$ cat src/rtl/chario_pkg.sv
package chario_pkg;
  localparam int unsigned WORD_W = 16;
  localparam logic [3:0] IO_PREFIX = 4'hF;
  localparam int unsigned BIT_INP = 11;
  localparam int unsigned BIT_OUT = 10;
  localparam int unsigned BIT_SKI = 9;
  localparam int unsigned BIT_SKO = 8;
  localparam int unsigned BIT_ION = 7;
  localparam int unsigned BIT_IOF = 6;

  typedef struct packed {
    logic take;
    logic put;
    logic skip_in;
    logic skip_out;
    logic en_set;
    logic en_clr;
  } io_cmd_t;

  function automatic io_cmd_t io_decode(input logic exec, input logic [WORD_W-1:0] ins);
    io_cmd_t c;
    logic hit;
    hit        = exec && (ins[WORD_W-1 -: 4] == IO_PREFIX);
    c.take     = hit && ins[BIT_INP];
    c.put      = hit && ins[BIT_OUT];
    c.skip_in  = hit && ins[BIT_SKI];
    c.skip_out = hit && ins[BIT_SKO];
    c.en_set   = hit && ins[BIT_ION];
    c.en_clr   = hit && ins[BIT_IOF];
    return c;
  endfunction
endpackage

$ cat src/rtl/chario_in_chan.sv
module chario_in_chan #(
  parameter int unsigned DATA_W = 8
) (
  input  logic              clk_i,
  input  logic              rst_ni,
  input  logic              valid_i,
  input  logic [DATA_W-1:0] data_i,
  input  logic              take_i,
  output logic              flag_o,
  output logic [DATA_W-1:0] buf_o
);
  logic accept;
  assign accept = valid_i && !flag_o;

  always_ff @(posedge clk_i or negedge rst_ni) begin
    if (!rst_ni) begin
      flag_o <= 1'b0;
      buf_o  <= '0;
    end else begin
      if (accept) begin
        flag_o <= 1'b1;
        buf_o  <= data_i;
      end else if (take_i) begin
        flag_o <= 1'b0;
      end
    end
  end
endmodule

$ cat src/rtl/chario_out_chan.sv
module chario_out_chan #(
  parameter int unsigned DATA_W = 8
) (
  input  logic              clk_i,
  input  logic              rst_ni,
  input  logic              put_i,
  input  logic [DATA_W-1:0] data_i,
  input  logic              ready_i,
  output logic              flag_o,
  output logic              pend_o,
  output logic [DATA_W-1:0] buf_o
);
  logic done;
  assign done = pend_o && ready_i;

  always_ff @(posedge clk_i or negedge rst_ni) begin
    if (!rst_ni) begin
      flag_o <= 1'b0;
      pend_o <= 1'b0;
      buf_o  <= '0;
    end else begin
      if (put_i) begin
        flag_o <= 1'b0;
        pend_o <= 1'b1;
        buf_o  <= data_i;
      end else if (done) begin
        flag_o <= 1'b1;
        pend_o <= 1'b0;
      end
    end
  end
endmodule

$ cat src/rtl/chario_int_seq.sv
module chario_int_seq #(
  parameter int unsigned ADDR_W = 12,
  parameter int unsigned STEP_W = 4
) (
  input  logic              clk_i,
  input  logic              rst_ni,
  input  logic              en_set_i,
  input  logic              en_clr_i,
  input  logic              fgi_i,
  input  logic              fgo_i,
  input  logic [STEP_W-1:0] step_i,
  input  logic [ADDR_W-1:0] pc_i,
  output logic              ien_o,
  output logic              req_o,
  output logic              ar_clr_o,
  output logic              mem_we_o,
  output logic [ADDR_W-1:0] mem_wdata_o,
  output logic              pc_clr_o,
  output logic              pc_inc_o,
  output logic              sc_clr_o
);
  localparam logic [STEP_W-1:0] STEP_SAVE = STEP_W'(0);
  localparam logic [STEP_W-1:0] STEP_WRITE = STEP_W'(1);
  localparam logic [STEP_W-1:0] STEP_DONE = STEP_W'(2);

  logic [ADDR_W-1:0] tr_q;
  logic              in_save, in_write, in_done;

  assign in_save  = req_o && (step_i == STEP_SAVE);
  assign in_write = req_o && (step_i == STEP_WRITE);
  assign in_done  = req_o && (step_i == STEP_DONE);

  always_ff @(posedge clk_i or negedge rst_ni) begin
    if (!rst_ni) begin
      ien_o <= 1'b0;
      req_o <= 1'b0;
      tr_q  <= '0;
    end else begin
      if (in_done) begin
        ien_o <= 1'b0;
        req_o <= 1'b0;
      end else begin
        if (en_set_i)      ien_o <= 1'b1;
        else if (en_clr_i) ien_o <= 1'b0;
        // only between fetches
        if (!req_o && ien_o && (fgi_i || fgo_i) && (step_i > STEP_DONE)) req_o <= 1'b1;
      end
      if (in_save) tr_q <= pc_i;
    end
  end

  assign ar_clr_o    = in_save;
  assign mem_we_o    = in_write;
  assign mem_wdata_o = tr_q;
  assign pc_clr_o    = in_write;
  assign pc_inc_o    = in_done;
  assign sc_clr_o    = in_done;
endmodule

$ cat src/rtl/chario_irq_ctrl.sv
module chario_irq_ctrl
  import chario_pkg::*;
#(
  parameter int unsigned DATA_W = 8,
  parameter int unsigned ADDR_W = 12,
  parameter int unsigned STEP_W = 4
) (
  input  logic              clk_i,
  input  logic              rst_ni,
  input  logic              io_exec_i,
  input  logic [WORD_W-1:0] instr_i,
  input  logic [DATA_W-1:0] ac_lo_i,
  input  logic [STEP_W-1:0] step_i,
  input  logic [ADDR_W-1:0] pc_i,
  input  logic              in_valid_i,
  input  logic [DATA_W-1:0] in_data_i,
  output logic              in_ready_o,
  output logic              out_valid_o,
  output logic [DATA_W-1:0] out_data_o,
  input  logic              out_ready_i,
  output logic              ac_load_o,
  output logic [DATA_W-1:0] ac_data_o,
  output logic              pc_inc_o,
  output logic              int_en_o,
  output logic              int_req_o,
  output logic              ar_clr_o,
  output logic              mem_we_o,
  output logic [ADDR_W-1:0] mem_wdata_o,
  output logic              pc_clr_o,
  output logic              sc_clr_o
);
  io_cmd_t cmd;
  logic    fgi, fgo, int_pc_inc;

  assign cmd = io_decode(io_exec_i, instr_i);

  chario_in_chan #(.DATA_W(DATA_W)) in_chan_i (
    .clk_i  (clk_i),
    .rst_ni (rst_ni),
    .valid_i(in_valid_i),
    .data_i (in_data_i),
    .take_i (cmd.take),
    .flag_o (fgi),
    .buf_o  (ac_data_o)
  );

  chario_out_chan #(.DATA_W(DATA_W)) out_chan_i (
    .clk_i  (clk_i),
    .rst_ni (rst_ni),
    .put_i  (cmd.put),
    .data_i (ac_lo_i),
    .ready_i(out_ready_i),
    .flag_o (fgo),
    .pend_o (out_valid_o),
    .buf_o  (out_data_o)
  );

  chario_int_seq #(.ADDR_W(ADDR_W), .STEP_W(STEP_W)) int_seq_i (
    .clk_i      (clk_i),
    .rst_ni     (rst_ni),
    .en_set_i   (cmd.en_set),
    .en_clr_i   (cmd.en_clr),
    .fgi_i      (fgi),
    .fgo_i      (fgo),
    .step_i     (step_i),
    .pc_i       (pc_i),
    .ien_o      (int_en_o),
    .req_o      (int_req_o),
    .ar_clr_o   (ar_clr_o),
    .mem_we_o   (mem_we_o),
    .mem_wdata_o(mem_wdata_o),
    .pc_clr_o   (pc_clr_o),
    .pc_inc_o   (int_pc_inc),
    .sc_clr_o   (sc_clr_o)
  );

  assign in_ready_o = !fgi;
  assign ac_load_o  = cmd.take;
  assign pc_inc_o   = int_pc_inc || (cmd.skip_in && fgi) || (cmd.skip_out && fgo);
endmodule

$ cat config.mk
export PLATFORM = sky130hd
export DESIGN_NAME = chario_irq_ctrl
export DESIGN_NICKNAME = d
export VERILOG_FILES = /design/src/rtl/chario_pkg.sv /design/src/rtl/chario_in_chan.sv /design/src/rtl/chario_out_chan.sv /design/src/rtl/chario_int_seq.sv /design/src/rtl/chario_irq_ctrl.sv
export SDC_FILE = /design/constraint.sdc
export NUM_CORES = 1
export LEC_CHECK = 0
export CORE_MARGIN = 2
export CORE_UTILIZATION = 32
export CTS_CLUSTER_DIAMETER = 200
export CTS_CLUSTER_SIZE = 8
export DETAILED_ROUTE_END_ITERATION = 8
export GPL_TIMING_DRIVEN = 0
export PLACE_DENSITY = 0.75
export SYNTH_ARGS = -nofsm -noshare
export SYNTH_HDL_FRONTEND = slang
export SYNTH_SLANG_ARGS = --single-unit
$ cat constraint.sdc
create_clock -name clk_i -period 1.4 [get_ports clk_i]
set_input_delay 0.42 -clock clk_i [delete_from_list [all_inputs] [get_ports clk_i]]
set_output_delay 0.42 -clock clk_i [all_outputs]
set_load 0.01 [all_outputs]
== Word level (Yosys, flattened, before mapping) ==
Cells that the tools add are included.

* Equal/unequal tests: 3
* Reductions and logical operators: 27
* Magnitude comparators: 1
* Mux-type cells: 11

{| class="wikitable"
|+ Operator list
! kind !! number
|-
| $logic_and A1 B1 Y1 || 17
|-
| $mux W1 || 11
|-
| $reduce_bool A2 Y1 || 3
|-
| $eq A4 B1 Y1 const B || 1
|-
| $eq A4 B2 Y1 const B || 1
|-
| $eq A4 B4 Y1 const B || 1
|-
| $gt A4 B2 Y1 const B || 1
|-
| $logic_not A4 Y1 || 1
|-
| $logic_or A1 B1 Y1 || 3
|-
| $reduce_bool A3 Y1 || 1
|-
| $logic_not A1 Y1 || 2
|}

* Output and inout port bits: 38
* Logic and storage cells: 50
* Flip-flop bits (word level): 33
* Input port bits: 53

== Longest topological paths before layout ==
* Depth after elaboration: 6
* Mapped depth: 5

== Modules after synthesis ==
A second synthesis with hierarchy kept.

* Cells, all modules: 99
* Area, all modules: 1,491.4 um2

{| class="wikitable"
|+ Modules (own cells, without submodules)
! module !! area an instance (um2) !! sequential area each (um2) !! cells an instance !! times used
|-
| chario_int_seq || 635.6 || 350.3 || 41 || 1
|-
| chario_out_chan || 402.9 || 250.2 || 23 || 1
|-
| chario_in_chan || 374.1 || 225.2 || 21 || 1
|-
| chario_irq_ctrl || 78.8 || 0.0 || 14 || 1
|}

== Least setup slack after synthesis ==
Ideal clock, no wire load.

* Path type: reg2out
* Start point: reg int_seq_i.req_o
* End point: out pc_inc_o
* Data required time: 980 ps
* Buffers on the path: 0
* Setup slack: -28 ps
* Data arrival time: 1,008 ps
* Cell stages (with the launch flop): 4
* Cells stage by stage: dfrtp_1 -> nor2b_1 -> and3_2 -> a31o_2

* Longest elaborated chain between the ends: 3

{| class="wikitable"
|+ RTL lines
! element !! RTL line !! text
|-
| from (decl) || chario_int_seq.sv:14 || <nowiki>output logic req_o,</nowiki>
|-
| from (signal assigned) || chario_int_seq.sv:36 || <nowiki>req_o <= 1'b0;</nowiki>
|-
| from (signal assigned) || chario_int_seq.sv:41 || <nowiki>req_o <= 1'b0;</nowiki>
|-
| from (signal assigned) || chario_int_seq.sv:46 || <nowiki>if (!req_o && ien_o && (fgi_i || fgo_i) && (step_i > STEP_DONE)) req_o <= 1'b1;</nowiki>
|-
| $logic_and A1 B1 Y1 || chario_int_seq.sv:31 || <nowiki>assign in_done = req_o && (step_i == STEP_DONE);</nowiki>
|-
| via sc_clr_o || chario_irq_ctrl.sv:30 || <nowiki>output logic sc_clr_o</nowiki>
|-
| $logic_or A1 B1 Y1 (2 in series) || chario_irq_ctrl.sv:79 || <nowiki>assign pc_inc_o = int_pc_inc || (cmd.skip_in && fgi) || (cmd.skip_out && fgo);</nowiki>
|-
| to (decl) || chario_irq_ctrl.sv:23 || <nowiki>output logic pc_inc_o,</nowiki>
|}

The timed path passes the listed nets, and every way through them passes these cells.

== Worst setup path after layout ==
* Start point: in instr_i[8]
* End point: out pc_inc_o

* Longest elaborated chain between the ends: 3

{| class="wikitable"
|+ RTL lines
! element !! RTL line !! text
|-
| from (decl) || chario_irq_ctrl.sv:11 || <nowiki>input logic [WORD_W-1:0] instr_i,</nowiki>
|-
| $logic_and A1 B1 Y1 || chario_pkg.sv:27 || <nowiki>c.skip_out = hit && ins[BIT_SKO];</nowiki>
|-
| $logic_and A1 B1 Y1 || chario_irq_ctrl.sv:79 ||
|-
| $logic_or A1 B1 Y1 || chario_irq_ctrl.sv:79 ||
|}

Every way passes these cells.

==> parameters.txt <==
Parameter                              Value

Outcome
  Result of the run    finished with violations
  Violations in the final reports    setup timing

Clock tree
  Master cell of the clock root buffer    sky130_fd_sc_hd__clkbuf_8
  Largest buffer count on any clock path    2
  Number of CTS-inserted buffers    5
  Num Clock Sinks    33
  Clk Latency, worst-skew pair    roughly 0.28 ns
  CTS tree    built
  Depth of the CTS H-tree    2
  Post-CTS Hold Fix Bufs    0
  Clock-pin transition on the worst setup and hold timing paths    roughly 0.07 ns

Timing
  Setup repair after global routing missed its margin    true
  Least-Margin Pin Slew    approximately 0.9 ns
  Final cycle utilization of the critical path    128%
  Hold WS    roughly 0.5 ns
  Number of slew-limit violations in the final report    0
  Achievable clock frequency    556 MHz
  Final worst path period need    about 1.8 ns
  Relative max-transition margin    about 40%
  Hold Vio Cnt, Final    0
  Max Clock Skew    about 0.0045 ns
  Setup WS post-layout    -0.399 ns
  Number of setup violations in the final report    13
  Sum of negative setup slack    -1.51 ns

Placed design
  Number of port buffers    84
  Area of placed instances    0.00235 mm²
  Pre-CTS setup slack    -1.12 ns
  Final HPWL DP    2690 µm
  Gpl congestion    0.750

Detailed routing
  Routed wire length per instance    15.4 µm
  Number of vias after detailed routing    roughly 1,200
  Post-route ant nets    0
  DRT iter0 DRCs    22
  Vias per cell    between 4 and 5
  DRT Pass-1 Iters    4
  Final wirelength    3940 µm
  Post-route DRC    0

Power and ir drop
  Worst VDD drop    0.000866 V
  Internal portion of total power    between 2 and 3 mW
  Reg power frac    between 30% and 40%
  Comb power frac    approximately 39%
  Portion of total power attributed to the clock network    a little over a fifth
  Leakage Power    around 1.2 nW
  Fraction of power spent switching nets    28.2%
  Power per standard cell area    1360 mW/mm²
  Power spent charging and discharging nets    1.01 mW

Worst setup path
  Data required time at the worst endpoint    just under 1 ns
  Reg-to-reg setup timing slack    -0.01 ns
  Data arrival, critical path    1.38 ns
  Critical Path Start Type    primary input
  Type of destination of the critical path    output port
  End of the worst register-to-register path    int_seq_i.mem_wdata_o[10]$_DFFE_PN0P_
  CP max FO    1
  CP Class    in2out
  Worst Reg2Reg Path Length in Cells    5
  Startpoint of the most critical register-to-register path    int_seq_i.req_o$_DFFE_PN0P_

Layout
  Fraction of final layout cells sized beyond drive strength 1    between 40% and 50%
  Synth-to-layout area growth    88.8%
  Total number of nets in the final design    ~260
  Summed area of non-filler cells in the final layout    roughly 0.0026 mm²
  Utilization after layout    61.8%
  Count of fill cells added during filler insertion    approximately 330
  Antenna diode instance count    0

Synth
  FFs w/ async S/R, synth    100%
  Top post-synthesis cells by area    sky130_fd_sc_hd__dfrtp_1 59%, sky130_fd_sc_hd__mux2_2 15%, sky130_fd_sc_hd__mux2_4 9.7%
  Summed instance area of the synthesized netlist    0.00140 mm²
  Number of flops mapped to enable cells by yosys    0
  Leading register cell type out of synthesis    sky130_fd_sc_hd__dfrtp_1
  Synthesis warning total    0
  Post-synth top area cell    sky130_fd_sc_hd__dfrtp_1
  Avg Cell Area, Syn    15.0 µm²
  Post-synthesis register bit count    33
  Multiplexer fraction of the synthesized cell area    about a quarter
  Largest family of logic cells by synthesized area    multiplexers
  Adder-Cell Fraction of Synth Area    0%
  Synthesized netlist net count    146
  Sequential area share after synthesis    59.1%
  Gate Count Post-Synth    between 90 and 100
  XOR/XNOR Fraction of Synth Area    0%
  Simple-gate area share of the yosys netlist    under 10%
  Synth Area in Compound Gates    about 5%
  Distinct cell type count of the synthesized netlist    26
  Area fraction of the dominant cell type after synthesis    approximately three fifths

Flow run
  Reported max-cap violation count    0

GRT
  Largest net degree at the start of global routing    19
  Global-route wire length before repair    roughly 6300 µm
  Global route hottest layer    met2
  GRT Residual Overflow    0
  Aggregate global-route resource usage    around 17%
  Vias in the first global route    between 1,000 and 1,500
  Global-route met2 utilization    between 30% and 40%
  Met1 Use GR    18.3%
  GR Layer Usage met3    roughly 6.9%
  Number of antenna violations at the first check in global routing    0

Min path
  Startpoint of the most critical hold path    io_exec_i
  Hold-critical path depth    2
  End of the worst hold path    out_chan_i.flag_o$_DFFE_PN0P_
  Min-Delay Path Class    in2reg

Floorplanning
  Width of the chip    around 70 µm
  Floorplan die area    just under 0.005 mm²
  Area of the core    between 0.004 and 0.005 mm²
  Vertical die dimension    70.1 µm
  Number of cell rows    24
  I/O Pins    around 90
  Initial cell density of the core    32.7%
[worst max-delay path: stages]
cell                              delay, ns
sky130_fd_sc_hd__clkdlybuf4s50_1       0.40
sky130_fd_sc_hd__a22o_1                0.21
sky130_fd_sc_hd__a31o_4                0.24
sky130_fd_sc_hd__buf_6                 0.11
[sequential cells by signal, summed over array words and instances, names as in the netlist]
register	flops
in_chan_i.buf_o	8
in_chan_i.flag_o	1
int_seq_i.ien_o	1
out_chan_i.pend_o	1
int_seq_i.req_o	1
int_seq_i.mem_wdata_o	12
out_chan_i.flag_o	1
out_chan_i.buf_o	8
[cell usage after synthesis, types with 2 or more instances]
cell,count
sky130_fd_sc_hd__nor2b_1,2
sky130_fd_sc_hd__dfrtp_1,33
sky130_fd_sc_hd__a21oi_1,2
sky130_fd_sc_hd__inv_1,3
sky130_fd_sc_hd__o21ai_0,2
sky130_fd_sc_hd__mux2_4,9
sky130_fd_sc_hd__mux2_2,19
sky130_fd_sc_hd__nor2_1,3
sky130_fd_sc_hd__and3_1,2
sky130_fd_sc_hd__a31o_2,2
[layout by cell type, fill, tap and decap left out, drive strengths merged]
master and n:
a21oi 2, a22o 1, a31o 2, a31oi 1, and3 3, and3b 1, and4 1, buf 35
clkbuf 7, clkdlybuf4s15 13, clkdlybuf4s50 35, clkinv 1, dfrtp 33, dlygate4sd2 23, inv 3, mux2 28
nand2 1, nand3 3, nor2 3, nor2b 2, nor3 1, o21ai 2, o21bai 1, o22a 1
[worst max path at each step]
stage	endpoint	startpoint	slack, ns
after floorplan	ar_clr_o	int_seq_i.req_o$_DFFE_PN0P_	-0.003
after global placement	ar_clr_o	step_i[3]	-1.04
after detailed placement	ar_clr_o	step_i[2]	-1.12
after CTS	pc_inc_o	int_seq_i.req_o$_DFFE_PN0P_	-0.40
after global routing	pc_inc_o	int_seq_i.req_o$_DFFE_PN0P_	-0.44
final	pc_inc_o	instr_i[8]	-0.40
[metrics by stage]
| step | instances | power (mW) |
|---|---|---|
| after global routing | 255 | 3.80 |
| after CTS | 251 | 3.55 |
| final | 255 | 3.59 |
| after floorplan | 93 | 2.01 |
| after global placement | 229 | 2.83 |
| after detailed placement | 230 | 2.89 |
[what timing repair did]
item,in CTS,in global routing
endpoints found under the setup margin,66,33
pin swaps,6,2
hold endpoints to repair,0,0
setup buffers,12,5
cloned,2,1
gates resized for setup,113,26
[routing by layer]
| metal | vias up | part of all wire (%) | wire [µm] |
|---|---|---|---|
| met4 | 0 | 0.56 | 22 |
| met2 | 48 | 57 | 2240 |
| met5 | - | 0 | 0 |
| met3 | 3 | 7.2 | 283 |
| met1 | 572 | 35 | 1390 |
| li1 | 550 | - | - |
[cell type report]
class	count	area (µm²)	share of cell area [%]
plain buffers	2	22.5	0.854
clock buffers	7	96.3	3.65
clock inverters	1	5.00	0.190
inverters	3	13.8	0.522
multi-input cells	53	578	21.9
flip-flops and latches	33	826	31.3
well taps	52	65.1	2.47
repair buffers	104	1030	39.1
[cell families after synthesis]
family,count (synthesis)
flops,33
buf+inv,8
simple gates,14
mux,28
compound gates,10
[power by group through the flow]
| stage | clock [mW] | combinational (mW) | sequential [mW] |
|---|---|---|---|
| 2_1_floorplan | 0 | 0.427 | 1.58 |
| 3_3_place_gp | 0 | 1.39 | 1.44 |
| 3_5_place_dp | 0 | 1.43 | 1.46 |
| 4_1_cts | 0.798 | 1.33 | 1.42 |
| 5_1_grt | 0.852 | 1.48 | 1.47 |
| 6_report | 0.781 | 1.38 | 1.43 |
Note: power is estimated with default switching activity, not from simulation.
